## src/rtl/idr_pkg.sv

```systemverilog
package idr_pkg;

  typedef enum logic [2:0] {
    DLV_FIXED  = 3'd0,
    DLV_LOWEST = 3'd1,
    DLV_SMI    = 3'd2,
    DLV_RSVD   = 3'd3,
    DLV_NMI    = 3'd4,
    DLV_INIT   = 3'd5,
    DLV_START  = 3'd6,
    DLV_EXTINT = 3'd7
  } dlv_mode_e;

  typedef enum logic [1:0] {
    SH_FIELDS = 2'd0,
    SH_SELF   = 2'd1,
    SH_ALL    = 2'd2,
    SH_OTHERS = 2'd3
  } shorthand_e;

  localparam int MODEL_W = 4;
  localparam logic [MODEL_W-1:0] MODEL_FLAT    = 4'hF;
  localparam logic [MODEL_W-1:0] MODEL_CLUSTER = 4'h0;

endpackage

```

## src/rtl/idr_first_set.sv

```systemverilog
module idr_first_set #(
  parameter int N = 32
) (
  input  logic [N-1:0] vec_i,
  output logic [N-1:0] first_o
);

  // Scan from the top so the lowest set index is the last write.
  always_comb begin
    first_o = '0;
    for (int i = N - 1; i >= 0; i--) begin
      if (vec_i[i]) begin
        first_o    = '0;
        first_o[i] = 1'b1;
      end
    end
  end

endmodule

```

## src/rtl/idr_dest_match.sv

```systemverilog
module idr_dest_match
  import idr_pkg::*;
#(
  parameter int N      = 32,
  parameter int DEST_W = 8
) (
  input  logic [DEST_W-1:0]    dest_i,
  input  logic                 logical_i,
  input  logic [N*DEST_W-1:0]  cfg_phys_id_i,
  input  logic [N*DEST_W-1:0]  cfg_log_dest_i,
  input  logic [N*MODEL_W-1:0] cfg_model_i,
  output logic [N-1:0]         addr_mask_o
);

  localparam int NIB = DEST_W / 2;

  logic [N-1:0] phys_hit;
  logic [N-1:0] log_hit;
  logic [N-1:0] phys_first;
  logic         bcast;

  for (genvar g = 0; g < N; g++) begin : g_ctrl
    logic [DEST_W-1:0]  id_w;
    logic [DEST_W-1:0]  ld_w;
    logic [MODEL_W-1:0] model_w;
    logic               flat_hit;
    logic               clu_hit;

    assign id_w    = cfg_phys_id_i[g*DEST_W +: DEST_W];
    assign ld_w    = cfg_log_dest_i[g*DEST_W +: DEST_W];
    assign model_w = cfg_model_i[g*MODEL_W +: MODEL_W];

    assign phys_hit[g] = (id_w == dest_i);
    assign flat_hit    = |(dest_i & ld_w);
    assign clu_hit     = (dest_i[DEST_W-1:NIB] == ld_w[DEST_W-1:NIB]) &&
                         (|(dest_i[NIB-1:0] & ld_w[NIB-1:0]));
    assign log_hit[g]  = (model_w == MODEL_FLAT)    ? flat_hit :
                         (model_w == MODEL_CLUSTER) ? clu_hit  : 1'b0;
  end

  // Repeated physical IDs resolve to the lowest index.
  idr_first_set #(.N(N)) u_phys_first (
    .vec_i   (phys_hit),
    .first_o (phys_first)
  );

  assign bcast = &dest_i;

  always_comb begin
    if (logical_i)  addr_mask_o = log_hit;
    else if (bcast) addr_mask_o = '1;
    else            addr_mask_o = phys_first;
  end

endmodule

```

## src/rtl/idr_shorthand_sel.sv

```systemverilog
module idr_shorthand_sel
  import idr_pkg::*;
#(
  parameter int N     = 32,
  parameter int SEL_W = 5
) (
  input  logic [1:0]       shorthand_i,
  input  logic [SEL_W-1:0] sender_i,
  input  logic [N-1:0]     addr_mask_i,
  output logic [N-1:0]     targets_o
);

  logic [N-1:0] self_oh;

  assign self_oh = N'(1) << sender_i;

  always_comb begin
    unique case (shorthand_e'(shorthand_i))
      SH_FIELDS: targets_o = addr_mask_i;
      SH_SELF:   targets_o = self_oh;
      SH_ALL:    targets_o = '1;
      SH_OTHERS: targets_o = ~self_oh;
      default:   targets_o = '0;
    endcase
  end

endmodule

```

## src/rtl/ipi_dest_resolver.sv

```systemverilog
module ipi_dest_resolver
  import idr_pkg::*;
#(
  parameter  int N      = 32,
  parameter  int DEST_W = 8,
  localparam int SEL_W  = $clog2(N)
) (
  input  logic                 clk,
  input  logic                 rst_n,
  input  logic                 req_valid,
  output logic                 req_ready,
  input  logic [DEST_W-1:0]    req_dest,
  input  logic                 req_logical,
  input  logic [1:0]           req_shorthand,
  input  logic [SEL_W-1:0]     req_sender,
  input  logic [2:0]           req_mode,
  input  logic                 req_level,
  input  logic                 req_trigger,
  input  logic [N*DEST_W-1:0]  cfg_phys_id,
  input  logic [N*DEST_W-1:0]  cfg_log_dest,
  input  logic [N*MODEL_W-1:0] cfg_model,
  output logic                 res_valid,
  input  logic                 res_ready,
  output logic [N-1:0]         res_targets,
  output logic [N-1:0]         res_deliver,
  output logic [N-1:0]         res_arb_sync
);

  logic [N-1:0] addr_mask;
  logic [N-1:0] targets;
  logic [N-1:0] lowest;
  logic [N-1:0] deliver_nxt;
  logic [N-1:0] arb_nxt;
  logic         init_deassert;
  logic         accept;

  idr_dest_match #(.N(N), .DEST_W(DEST_W)) u_match (
    .dest_i         (req_dest),
    .logical_i      (req_logical),
    .cfg_phys_id_i  (cfg_phys_id),
    .cfg_log_dest_i (cfg_log_dest),
    .cfg_model_i    (cfg_model),
    .addr_mask_o    (addr_mask)
  );

  idr_shorthand_sel #(.N(N), .SEL_W(SEL_W)) u_short (
    .shorthand_i (req_shorthand),
    .sender_i    (req_sender),
    .addr_mask_i (addr_mask),
    .targets_o   (targets)
  );

  idr_first_set #(.N(N)) u_lowest (
    .vec_i   (targets),
    .first_o (lowest)
  );

  assign init_deassert = (req_mode == DLV_INIT) && !req_level && req_trigger;

  always_comb begin
    arb_nxt = '0;
    if (req_mode == DLV_LOWEST) begin
      deliver_nxt = lowest;
    end else if (init_deassert) begin
      deliver_nxt = '0;
      arb_nxt     = targets;
    end else begin
      deliver_nxt = targets;
    end
  end

  assign req_ready = !res_valid || res_ready;
  assign accept    = req_valid && req_ready;

  always_ff @(posedge clk or negedge rst_n) begin
    if (!rst_n) begin
      res_valid    <= 1'b0;
      res_targets  <= '0;
      res_deliver  <= '0;
      res_arb_sync <= '0;
    end else if (accept) begin
      res_valid    <= 1'b1;
      res_targets  <= targets;
      res_deliver  <= deliver_nxt;
      res_arb_sync <= arb_nxt;
    end else if (res_ready) begin
      res_valid    <= 1'b0;
    end
  end

endmodule

```

## config.mk

```make
export PLATFORM = sky130hd
export DESIGN_NAME = ipi_dest_resolver
export DESIGN_NICKNAME = d
export VERILOG_FILES = /design/src/rtl/idr_pkg.sv /design/src/rtl/idr_first_set.sv /design/src/rtl/idr_dest_match.sv /design/src/rtl/idr_shorthand_sel.sv /design/src/rtl/ipi_dest_resolver.sv
export SDC_FILE = /design/constraint.sdc
export NUM_CORES = 1
export LEC_CHECK = 0
export BUFFER_PORTS_ARGS = -buffer_cell sky130_fd_sc_hd__buf_4
export CELL_PAD_IN_SITES_DETAIL_PLACEMENT = 0
export CELL_PAD_IN_SITES_GLOBAL_PLACEMENT = 1
export CORE_AREA = 2 2 298 300
export CTS_CLUSTER_SIZE = 25
export DETAILED_ROUTE_END_ITERATION = 7
export DIE_AREA = 0 0 300 302
export PLACE_DENSITY = 0.47
export SYNTH_ARGS = -nofsm -noshare
export SYNTH_HDL_FRONTEND = slang
export SYNTH_SLANG_ARGS = --single-unit
```

## constraint.sdc

```tcl
create_clock -name clk -period 3.91 [get_ports clk]
set_input_delay 0.391 -clock clk [delete_from_list [all_inputs] [get_ports clk]]
set_output_delay 0.391 -clock clk [all_outputs]
set_load 0.03 [all_outputs]
```

==> results of run 1 <==
## layout make-up
class	count	area [µm²]	area share (%)
Clock buffer	10	239	1.15
Tap cell	1165	1460	7.01
Antenna cell	3	7.51	0.0361
Clock inverter	6	57.6	0.277
Inverter	8	30.0	0.144
Sequential cell	97	2430	11.7
Multi-Input combinational cell	1313	9540	45.9
Timing Repair Buffer	921	7050	33.9
## layout by cell type, fill, tap and decap left out, drive strengths merged, types with 5 or more instances in the layout
cell	Yosys	routed
buf	45	921
xor2	170	170
nand2	156	156
ha	128	128
o21ai	113	113
xnor2	107	107
nor4	107	107
nor2	99	99
dfrtp	97	97
nand4	58	58
a21oi	48	48
a22oi	42	42
or4	36	36
a22o	26	26
nand3	21	21
nor3	17	17
a31oi	16	16
a221oi	15	15
o31ai	13	13
nand2b	12	12
inv	7	11
clkbuf	35	10
o21a	9	9
and4	9	9
a211oi	9	9
o41ai	8	8
or2	7	7
nor2b	6	6
and2	6	6
a31o	6	6
a41oi	5	5
o31a	5	5
or3	5	5
## power by group
part | internal, W | switching [W] | total [W] | leakage [nW]
registers | 0.00111 | 0.0000702 | 0.00118 | 1.23
clock network | 0.000466 | 0.000440 | 0.000906 | 0.148
logic | 0.00105 | 0.00119 | 0.00224 | 8.07
## cells by family (layout without fill, tap and decap cells)
family / count (synthesis) / count (layout)
flip-flops: 97 / 97
AND/OR/NAND/NOR: 560 / 560
buffers and inverters: 88 / 945
multiplexers: 1 / 1
AO/OA/AOI/OAI: 347 / 347
adder cells (fa/ha/maj): 128 / 128
XOR/XNOR: 277 / 277
other: 0 / 3
## routing by layer
layer  track usage [%]  routed length [µm]
met4              2.55                1060
met5                 0                  23
met2              33.3               44100
met1              23.2               37700
met3              2.58                3960
## critical path, stage by stage
cell and delay (ns):
buf_4 0.21, buf_12 0.20, buf_4 0.15, xor2_1 0.15, nor4_1 0.95, buf_4 0.26
nand2_1 0.07, nand3_1 0.17, buf_4 0.17, nor4_4 0.05, nand4_1 0.17, o21a_1 0.15
o21ai_0 0.16, or4b_1 0.55, o21ai_1 0.13
## final timing paths
kind | endpoint | depth (start not counted) | startpoint
min reg2reg | res_targets[24] | 2 | res_targets[24]
max reg2reg | res_deliver[29] | 11 | res_valid
min | res_valid | 1 | rst_n
max | res_deliver[31] | 15 | req_dest[5]
max in group asynchronous | res_targets[6] | 2 | rst_n
min in group clk | res_valid | 2 | req_valid
## state kept, by name, indices dropped and copies added (netlist names)
| signal | flops |
|---|---|
| res_targets | 32 |
| res_valid | 1 |
| res_arb_sync | 32 |
| res_deliver | 32 |
## through the flow
step                setup slack [ns]  util (%)  cell area [µm²]  hold slack [ns]
finish                         0.236      23.8            20800            0.186
global route                  0.0216      23.8            20800            0.259
CTS                           0.0141      23.7            20800            0.234
detailed placement            -0.408      23.4            20500            0.471
global placement              -0.397      23.4            20500            0.464
floorplan                      0.869         -            12500           0.0954
## what timing repair did
action                                  CTS  global route
gates resized for setup                   1             2
hold buffers                              0             0
endpoints found under the setup margin    1             1
==> results by group, run 1 <==
Status
  • Status: finished clean

Timing
  • Tightest Pin Transition: 1.19 ns
  • Worst slew margin: 19.8%
  • Max Fclk: 272 MHz
  • Fin. Hold Viols: 0
  • RSZ-0062 raised after global routing: no
  • Setup TNS: 0 ns
  • # setup viols final: 0
  • Max-slew violations: 0
  • Final period utilization: a little over nine tenths
  • Post-route minimum period: roughly 3.7 ns
  • Worst clock skew: 0.0162 ns

Placement
  • Placed Cells: 3,504
  • HPWL after DPL: 76,300 µm
  • PortBufs: 762
  • RD Place Congestion: about 0.94

Critical path
  • Critical Path Start Type: primary input
  • Critical Path AT: 3.95 ns
  • Required @ worst endpoint: roughly 4.2 ns
  • Flop-to-flop setup slack: 1.36 ns
  • Worst setup EP type: flop
  • Worst setup path class: primary input to flop
  • Worst Path Max Fanout: 12

Floorplanning
  • Die area: 90,600 µm²
  • Die Width: 300 µm
  • I/O pins: 763
  • Row cnt: 109
  • Die extent in y: 302 µm
  • Std-Cell Core Area: 87,600 µm²
  • Initial Util: 14.3%

Drt
  • WL per Instance: approximately 25 µm
  • Via count: approximately 15,000
  • Antenna-violating nets left: 0
  • WL final: between 80,000 and 90,000 µm
  • Number of vias per cell: 4.36
  • DR DRC count: 0
  • Number of DRC markers in iteration 0: 782
  • Detailed Routing Iterations Pass 1: 6

Yosys
  • Syn_area_per_cell: 8.35 µm²
  • Top-count cell post-synth: xor2_1
  • EDFF count, synth: 0
  • Syn Nets: 2,291
  • Post-synthesis share of cell area spent on full adders, half adders and majority gates: 12.8%
  • Synth top cells by count: xor2_1, nand2_1, ha_1
  • Distinct cells, synth: 86
  • Netlist Area Pre-Place: 12,500 µm²
  • Area contributors post-synth: dfrtp_1, ha_1, xor2_1, xnor2_1, nor4_1
  • Largest family of logic cells by synthesized area: simple AND/OR/NAND/NOR gates
  • Ys flop type: dfrtp_1
  • Cells after Synth: ~1,500
  • Largest area contributor in the netlist: dfrtp_1
  • Area fraction in compound gates after synthesis: 19.0%
  • Synth warnings: 0
  • Seq cells post-synth: 97
  • XOR/XNOR share of the synthesized area: 19.4%
  • Post-synthesis sequential area ratio: 19.4%
  • Mux contribution to synthesized area: 0.0901%
  • Post-Synth Simple-Gate Area: 24.7%
  • Synth top area share: approximately a fifth
  • Async set-reset flop share out of synthesis: 100%

Power and ir drop
  • Leakage power: 9.45 nW
  • Final Power: 0.00433 W
  • Cell Pwr Density: a little over 200 nW/µm²
  • Peak VDD IR: 0.185 mV

Clock tree
  • CTS root buf: clkbuf_16
  • Setup Buffers After CTS: 0
  • Clock tree buffer depth: 2
  • H-tree depth: 3
  • CTS tree: built
  • Clk sinks: 97
  • Clock buffer count from CTS: 9
  • Worst skew pair latency: 0.35 ns
  • Worst-path clk slew: 0.08 ns

Global routing
  • Largest net degree at the start of global routing: 75
  • Gr usage total: 18.3%
  • First-pass GRT wire length: 120,000 µm
  • Congestion Overflow GR: 0
  • Initial antenna violation count: 7
  • Number of global-route vias before repair: 16,400

Worst hold path
  • Hold Crit Class: primary input to asynchronous set/reset pin

Job
  • Max-cap violations: 0

Cells and area
  • Filler cells: 9,813
  • Final Net Count: about 3,100
  • Layout Cells excl Fill: 3,523
  • Share of layout cells above drive strength 1: 42.1%
  • Area grow syn2layout: 66.4%
Power figures use the tool's default switching activity.
==> inputs of run 2 (changes only) <==
Settings changed: MAX_ROUTING_LAYER set to met4.
==> results by group, run 2 (synthesis gave the netlist of run 1 again) <==
Status
  • Status: finished clean

Worst hold path
  • Hold Crit Class: primary input to asynchronous set/reset pin

Timing
  • Tightest Pin Transition: 1.26 ns (+0.0709 ns)
  • Setup TNS: 0 ns (unchanged)
  • Worst Hold Slack: 0.173 ns (-0.0134 ns)
  • Post-route minimum period: 3.72 ns (+0.0446 ns)
  • Worst slew margin: 15.0% (-4.8 points)
  • Final period utilization: 95.1% (+1.1 points)
  • Max-slew violations: 0 (unchanged)
  • Max Fclk: 269 MHz (-1.2%)
  • Fin. Hold Viols: 0 (unchanged)
  • # setup viols final: 0 (unchanged)
  • Worst clock skew: 0.0113 ns (-0.00489 ns)
  • RSZ-0062 raised after global routing: no

Floorplanning
  • Row cnt: 109 (unchanged)
  • Std-Cell Core Area: 87,600 µm² (unchanged)
  • I/O pins: 763 (unchanged)
  • Die extent in y: 302 µm (unchanged)
  • Die area: 90,600 µm² (unchanged)
  • Initial Util: 14.3% (unchanged)
  • Die Width: 300 µm (unchanged)

Critical path
  • R2R Path End: res_deliver[29]
  • Worst setup EP type: flop
  • Crit-path cells: buf_4 > buf_4 > buf_4 > xor2_1 > nor4_1 > buf_4 > nand2_1 > nand3_1 > buf_4 > nor4_2 > nand4_1 > o21a_1 > o21ai_0 > or4b_1 > o21ai_1
  • Critical Path Slowest Stage Cell: nor4_1
  • Worst setup path class: primary input to flop
  • Most frequent CP cell: buf_4
  • CP max stage delay: 1.04 ns (+0.09 ns)
  • Flop-to-flop setup slack: 1.17 ns (-0.19 ns)
  • Critical Path Start Type: primary input
  • Worst r2r path cells: 11 (unchanged)
  • Critical Path AT: 3.99 ns (+0.04 ns)
  • RR Startpoint: res_valid
  • Required @ worst endpoint: 4.18 ns (about the same)
  • Worst Path Max Fanout: 10 (-2)

Clock tree
  • Worst-path clk slew: 0.07 ns (about the same)
  • Post-cts sizing count: 0 (-1)
  • Clk sinks: 97 (unchanged)
  • Clock tree buffer depth: 2 (unchanged)
  • # hold bufs at CTS: 0 (unchanged)
  • CTS tree: built
  • H-tree depth: 3 (unchanged)
  • Worst skew pair latency: 0.36 ns (about the same)
  • Setup Buffers After CTS: 0 (unchanged)
  • Clock buffer count from CTS: 9 (unchanged)
  • CTS root buf: clkbuf_16

Drt
  • DR DRC count: 0 (unchanged)
  • Via count: 15,300 (-0.43%)
  • WL final: 86,100 µm (-0.78%)
  • Detailed Routing Iterations Pass 1: 5 (-1)
  • WL per Instance: 24.6 µm (-0.36%)
  • Antenna-violating nets left: 0 (unchanged)
  • Number of vias per cell: 4.36 (about the same)
  • Number of DRC markers in iteration 0: 820 (+4.9%)

Placement
  • PortBufs: 762 (unchanged)
  • RD Place Congestion: 0.955 (+1.7%)
  • HPWL after DPL: 74,800 µm (-2.0%)
  • Placed Area: 20,400 µm² (-0.65%)

Power and ir drop
  • Cell Pwr Density: 208 nW/µm² (+0.21%)
  • Peak VDD IR: 0.168 mV (-9.3%)
  • Leakage power: 9.36 nW (-0.96%)

Global routing
  • Congestion Overflow GR: 0 (unchanged)
  • Initial antenna violation count: 7 (unchanged)
  • First-pass GRT wire length: 119,000 µm (-0.55%)
  • Largest net degree at the start of global routing: 75 (unchanged)
  • Number of global-route vias before repair: 16,200 (-1.4%)
  • Gr usage total: 18.8% (+0.50 points)

Cells and area
  • Area grow syn2layout: 65.3%
  • Filler cells: 9,810 (-0.031%)
  • Share of layout cells above drive strength 1: 41.7% (-0.35 points)
  • Largest regs: res_arb_sync x32, res_deliver x32, res_targets x32
  • Fin area: 20,700 µm² (-0.69%)
  • Commonest cells after routing, fill and taps aside: buf_4, xor2_1, nand2_1, ha_1, xnor2_1
  • Commonest non-fill, non-tap cell in the layout: buf_4
  • Final Net Count: 3,127 (-0.51%)

Job
  • Max-cap violations: 0 (unchanged)
==> run 2: cell types whose count changed in the layout (fill, tap and decap cells not counted), sizes merged <==
| cell | change |
|---|---|
| buf | -16 |
| diode | +1 |
==> run 2: how the worst max path moves through the flow <==
stage                   from         endpoint  depth (start not counted)
2_1_floorplan  req_sender[2]  res_deliver[22]                         10
5_1_grt          req_dest[4]  res_deliver[29]                         15
6_report         req_dest[4]  res_deliver[31]                         15
3_5_place_dp     req_dest[1]  res_deliver[29]                         14
3_3_place_gp     req_dest[1]  res_deliver[29]                         14
4_1_cts          req_dest[1]  res_deliver[29]                         14
==> run 2: power by group <==
part	internal [W]	leakage, nW	switching, W
sequential	0.00111	1.23	0.0000721
clock	0.000464	0.146	0.000441
combinational	0.00104	7.98	0.00119
==> run 2: layer usage <==
layer / vias up / part of all wire, % / wire length [µm] / GRT usage [%]
met3: 35 / 4.2 / 3640 / 2.33
met2: 475 / 51 / 44200 / 33.4
li1: 7319 / - / - / -
met1: 7469 / 43 / 37400 / 23.3
met4: 0 / 1.0 / 894 / 2.20
met5: - / 0 / 0 / -
==> run 2: worst max-delay path, delay by kind of cell <==
kind | cells | cell delay (ns)
AOI/OAI and AO/OA | 3 | 0.40
xor gates and xnor gates | 1 | 0.18
buffers and inverters | 5 | 0.97
and+or+nand+nor | 6 | 2.03
==> run 2: per-stage QoR <==
| stage | worst slack (ns) | utilization (%) | power, W | instances |
|---|---|---|---|---|
| floorplan | 0.869 | - | 0.00215 | 1498 |
| finish | 0.191 | 23.6 | 0.00431 | 3508 |
| global route | 0.00821 | 23.6 | 0.00457 | 3508 |
| global placement | -0.309 | 23.2 | 0.00343 | 3488 |
| detailed placement | -0.276 | 23.2 | 0.00345 | 3488 |
| CTS | 0.0736 | 23.6 | 0.00437 | 3504 |
==> run 2: area by class of cell <==
type	instances	area (µm²)	area share (%)
multi-input cells	1313	9540	46.2
repair buffers	905	6910	33.4
flip-flops and latches	97	2430	11.7
well taps	1165	1460	7.05
clock buffers	10	239	1.16
clock inverters	6	55.1	0.266
inverters	8	30.0	0.145
diodes	4	10.0	0.0484
